## src/rtl/los_pkg.sv

```systemverilog
package los_pkg;

    typedef enum logic {
        LINK_OK   = 1'b0,
        LINK_LOST = 1'b1
    } link_state_e;

    typedef struct packed {
        link_state_e state;
        logic        dout;
    } top_regs_t;

endpackage

```

## src/rtl/los_bit_history.sv

```systemverilog
module los_bit_history (
    input  logic clk,
    input  logic rst_n,
    input  logic data_in,
    output logic trans,
    output logic last_bit
);
    typedef struct packed {
        logic prev;
    } hist_t;

    hist_t r_d, r_q;

    always_comb begin
        r_d      = r_q;
        r_d.prev = data_in;
        trans    = data_in ^ r_q.prev;
        last_bit = r_q.prev;
    end

    always_ff @(posedge clk or negedge rst_n) begin
        if (!rst_n) r_q <= '0;
        else        r_q <= r_d;
    end
endmodule

```

## src/rtl/los_silence_timer.sv

```systemverilog
module los_silence_timer #(
    parameter int LIMIT = 358
) (
    input  logic clk,
    input  logic rst_n,
    input  logic clr,
    input  logic trans,
    output logic expire
);
    localparam int CW = $clog2(LIMIT + 1);
    localparam logic [CW-1:0] CAP  = CW'(LIMIT);
    localparam logic [CW-1:0] NEAR = CW'(LIMIT - 1);

    typedef struct packed {
        logic [CW-1:0] cnt;
    } sil_t;

    sil_t r_d, r_q;

    always_comb begin
        r_d    = r_q;
        expire = 1'b0;
        if (clr || trans) begin
            r_d.cnt = '0;
        end else begin
            if (r_q.cnt < CAP) r_d.cnt = r_q.cnt + 1'b1;
            expire = (r_q.cnt >= NEAR);
        end
    end

    always_ff @(posedge clk or negedge rst_n) begin
        if (!rst_n) r_q <= '0;
        else        r_q <= r_d;
    end
endmodule

```

## src/rtl/los_density_window.sv

```systemverilog
module los_density_window #(
    parameter int WIN   = 32,
    parameter int MIN_T = 4
) (
    input  logic clk,
    input  logic rst_n,
    input  logic active,
    input  logic trans,
    output logic pass
);
    localparam int PW = (WIN > 1) ? $clog2(WIN) : 1;
    localparam int CW = $clog2(WIN + 1);
    localparam logic [PW-1:0] LAST  = PW'(WIN - 1);
    localparam logic [CW-1:0] MIN_C = CW'(MIN_T);

    typedef struct packed {
        logic [PW-1:0] pos;
        logic [CW-1:0] cnt;
    } win_t;

    win_t          r_d, r_q;
    logic [CW-1:0] total;

    always_comb begin
        r_d   = r_q;
        pass  = 1'b0;
        total = r_q.cnt + CW'(trans);
        if (!active) begin
            r_d = '0;
        end else if (r_q.pos == LAST) begin
            pass = (total > MIN_C);
            r_d  = '0;
        end else begin
            r_d.pos = r_q.pos + 1'b1;
            r_d.cnt = total;
        end
    end

    always_ff @(posedge clk or negedge rst_n) begin
        if (!rst_n) r_q <= '0;
        else        r_q <= r_d;
    end
endmodule

```

## src/rtl/los_transition_detector.sv

```systemverilog
module los_transition_detector
    import los_pkg::*;
#(
    parameter int SILENCE_UI = 358,
    parameter int WIN_UI     = 32,
    parameter int CLEAR_MIN  = 4
) (
    input  logic clk,
    input  logic rst_n,
    input  logic enable,
    input  logic loopback_en,
    input  logic monitor_en,
    input  logic data_in,
    output logic los,
    output logic data_out
);
    top_regs_t r_d, r_q;
    logic      det_en;
    logic      trans;
    logic      last_bit;
    logic      expire;
    logic      pass;

    assign det_en = enable && !loopback_en && !monitor_en;

    los_bit_history u_hist (
        .clk      (clk),
        .rst_n    (rst_n),
        .data_in  (data_in),
        .trans    (trans),
        .last_bit (last_bit)
    );

    los_silence_timer #(.LIMIT(SILENCE_UI)) u_sil (
        .clk    (clk),
        .rst_n  (rst_n),
        .clr    (!det_en),
        .trans  (trans),
        .expire (expire)
    );

    los_density_window #(.WIN(WIN_UI), .MIN_T(CLEAR_MIN)) u_win (
        .clk    (clk),
        .rst_n  (rst_n),
        .active (det_en && (r_q.state == LINK_LOST)),
        .trans  (trans),
        .pass   (pass)
    );

    always_comb begin
        r_d = r_q;
        if (!det_en) begin
            r_d.state = LINK_OK;
        end else if (r_q.state == LINK_LOST) begin
            if (pass) r_d.state = LINK_OK;
        end else if (expire) begin
            r_d.state = LINK_LOST;
        end
        r_d.dout = (r_d.state == LINK_LOST) ? 1'b0 : data_in;
    end

    always_ff @(posedge clk or negedge rst_n) begin
        if (!rst_n) begin
            r_q.state <= LINK_LOST;
            r_q.dout  <= 1'b0;
        end else begin
            r_q <= r_d;
        end
    end

    assign los      = (r_q.state == LINK_LOST);
    assign data_out = r_q.dout;

    logic unused_last;
    assign unused_last = last_bit;
endmodule

```

## config.mk

```make
export PLATFORM = sky130hd
export DESIGN_NAME = los_transition_detector
export DESIGN_NICKNAME = d
export VERILOG_FILES = /design/src/rtl/los_pkg.sv /design/src/rtl/los_bit_history.sv /design/src/rtl/los_silence_timer.sv /design/src/rtl/los_density_window.sv /design/src/rtl/los_transition_detector.sv
export SDC_FILE = /design/constraint.sdc
export NUM_CORES = 1
export LEC_CHECK = 0
export BUFFER_PORTS_ARGS = -buffer_cell sky130_fd_sc_hd__buf_2
export CAP_MARGIN = 15
export CORE_ASPECT_RATIO = 0.75
export CORE_MARGIN = 1
export CORE_UTILIZATION = 35
export DETAILED_ROUTE_END_ITERATION = 10
export PLACE_DENSITY = 0.58
export SLEW_MARGIN = 20
export SYNTH_ARGS = -nofsm -noshare
export SYNTH_HDL_FRONTEND = slang
export SYNTH_SLANG_ARGS = --single-unit
export TNS_END_PERCENT = 50
```

## constraint.sdc

```tcl
create_clock -name clk -period 4.2 [get_ports clk]
set_input_delay 0.63 -clock clk [delete_from_list [all_inputs] [get_ports clk]]
set_output_delay 0.63 -clock clk [all_outputs]
set_load 0.05 [all_outputs]
```

==> impl_summary.txt <==
----------------------------------------------------
[Floorplanning]
  Die height ... 52.4 um
  Die Outline Area ... 0.00363 sq mm
  Cell Rows ... 17
  Width of the chip ... 69.2 um
  I/O pin total ... 8
  CORE AREA ... 0.00308 sq mm
  Effective utilization at floorplan ... 38.5%

[Setup path]
  R2R Path Start ... los
  Startpoint type of the worst setup path ... register
  R2R cell count ... 4
  Setup crit end ... data_out
  Endpoint of the lowest-slack register-to-register path ... data_out
  CP Capture Type ... register
  Category of the critical setup timing path ... register to register
  Crit path max fanout ... 11
  Startpoint of the worst setup timing path ... los
  Data required time of the critical path ... 4.33 ns
  Arrival time of data at the critical path endpoint ... 2.06 ns
  Register-to-register setup slack ... 2.27 ns

[Detailed routing]
  DRC errors left ... 0
  Number of violations reported at the end of detailed-routing iteration 0 ... 48
  Vias per cell ... 5.16
  Average wire length per cell after detail routing ... 13.2 um
  WL final ... 2.08 mm
  ANT nets after route ... 0
  Initial DRT Pass Iterations ... 4
  Via total after detailed routing ... 816

[Place]
  GPL Wtd Cong ... 0.808
  Half-perimeter wire length of the detailed placement result ... 1.51 mm
  Total instance count after detailed placement ... 154
  IO buf count ... 7

[Clock tree]
  Clock transition time at the flip-flop clock pins of the worst setup and hold paths ... 0.08 ns
  Clock latency on the worst-skew pair ... 0.26 ns
  CTS Root Buffer Type ... sky130_fd_sc_hd__clkbuf_8
  Number of setup buffers added after CTS ... 0
  Total clock sinks ... 23
  Longest Clk Path Bufs ... 2
  Total CTS buffers ... 3
  Post-cts repair resize count ... 0
  TritonCTS clock tree ... done
  H-tree depth ... 1
  Hold Buf Count CTS ... 0

[GRT]
  Initial antenna violation count ... 0
  Overall routing resource usage ... 13.8%
  Wire length of the first global-routing pass ... 3.81 mm
  Via count of the first global-routing pass ... 809
  Maximum number of pins on one net before global-route repair ... 24
  Grt total ovfl ... 0

[Layout]
  Share of cells above drive strength 1 ... 11.7%
  Total Nets Final ... 133
  Synthesis-to-layout area growth ... 9.49%
  Count of antenna diodes in the layout ... 0
  Most common cell after layout, fill and taps aside ... sky130_fd_sc_hd__dfrtp_1
  Fin cells ... 158
  Most frequent cells in the layout ... sky130_fd_sc_hd__dfrtp_1 (22), sky130_fd_sc_hd__nor2_1 (19), sky130_fd_sc_hd__xor2_1 (8)

[Power]
  Worst-case vdd ir drop ... 129 uV
  Leakage component of the power ... 0.561 nW
  Power density cells ... 286 mW/mm^2

[STA]
  Setup violators final ... 0
  Max Clock Skew ... 0.00883 ns
  Worst Tran Pin Value ... 0.652 ns
  F_max ... 518 MHz
  Final Slew Violations ... 0
  Unrepaired setup endpoints after global routing ... false
  Max-slew headroom at the worst pin ... 56.0%
  Setup TNS ... 0 ns
  Worst slack on hold paths ... 0.337 ns
  Final Hold Fails ... 0
  Final worst-path cycle share ... 45.9%
  Final worst path period need ... 1.93 ns

[Run]
  Max cap viols ... 0

[Logic synthesis]
  Count of synthesis-stage warnings from yosys ... 0
  Netlist cell types ... 35
  Flop and latch count out of synthesis ... 23
  Count of flip-flops with a built-in enable after synthesis ... 0
  Primary flip-flop cell chosen by synthesis mapping ... sky130_fd_sc_hd__dfrtp_1
  Share of synthesized area occupied by flip-flops and latches ... 48.6%
  Netlist area before placement ... 0.00119 sq mm
  Async set-reset flop share out of synthesis ... 100%
  Number of cells produced by synthesis ... 111
  Average instance area after synthesis ... 10.7 sq um
  Net count after synthesis ... 123

[Hold path]
  Worst hold-check path type ... input pin to async pin

[Run status]
  Run status ... completed

----------------------------------------------------
==> metal layers <==
layer,up-vias,global-route usage (%),share of wire (%)
met3,2,5.38,4.3
met1,387,19.4,58
met4,0,4.08,0.67
met5,-,0,0
li1,417,-,-
met2,10,19.3,37
==> cell type report <==
| class | count | area (sq um) |
|---|---|---|
| fill | 300 | 1790 |
| tap | 38 | 47.5 |
| inverter | 3 | 11.3 |
| timing repair buffer | 7 | 35.0 |
| multi-input combinational | 83 | 583 |
| clock buffer | 4 | 45.0 |
| sequential | 23 | 577 |
==> cell families (layout without fill, tap and decap cells) <==
logic type / count (synthesis) / after routing / synth area share, %
xor gates and xnor gates: 15 / 15 / 11.1
AOI/OAI and AO/OA: 19 / 19 / 12.8
and+or+nand+nor: 43 / 43 / 19.0
buffers and inverters: 5 / 14 / 2.21
adders and majority gates: 6 / 6 / 6.33
DFF: 23 / 23 / 48.6
==> synth_stat cells, drive strengths merged (2+ instances only) <==
master / number / area share [%]
inv: 3 / 0.95
ha: 6 / 6.3
o311ai: 3 / 2.2
dfrtp: 22 / 46
xnor2: 7 / 5.2
o31ai: 2 / 1.7
and2: 3 / 1.6
nor2: 19 / 6.0
and3: 2 / 1.1
or3: 2 / 1.1
xor2: 8 / 5.9
a21oi: 4 / 1.7
nand4: 2 / 1.1
and4: 2 / 1.5
nand2: 3 / 0.95
nand3: 5 / 2.1
==> sequential cells by signal, summed over array words and instances (netlist names) <==
| signal | count |
|---|---|
| u_hist.last_bit | 1 |
| u_win.r_q | 11 |
| los | 1 |
| u_sil.r_q | 9 |
| data_out | 1 |
==> power breakdown <==
group	leakage, nW	internal, W	switching [W]	total (W)
logic	0.225	0.00000444	0.0000113	0.0000157
registers	0.313	0.000223	0.000000907	0.000224
clock network	0.0228	0.0000676	0.0000652	0.000133
==> through the flow <==
stage	instance area [sq um]	worst slack, ns	total power, W	utilization [%]
after global placement	1250	2.00	0.000243	40.6
after CTS	1300	2.25	0.000379	42.1
after detailed placement	1250	2.04	0.000244	40.6
after global routing	1300	2.16	0.000392	42.1
final	1300	2.27	0.000372	42.1
after floorplan	1190	2.41	0.000235	-
==> worst max-delay path, cell delays in order (launching register included) <==
cell and delay (ns):
sky130_fd_sc_hd__dfstp_2 0.54, sky130_fd_sc_hd__nor4bb_1 0.59, sky130_fd_sc_hd__nand2b_1 0.40, sky130_fd_sc_hd__o311ai_1 0.20, sky130_fd_sc_hd__a31oi_1 0.06
==> how the worst min path moves through the flow <==
stage                       from           end
finish                     rst_n  u_win.r_q[3]
global route               rst_n  u_win.r_q[2]
CTS                        rst_n  u_win.r_q[2]
detailed placement  u_win.r_q[6]  u_win.r_q[6]
global placement    u_win.r_q[6]  u_win.r_q[6]
floorplan                  rst_n      data_out
Note: power is estimated with default switching activity, not from simulation.
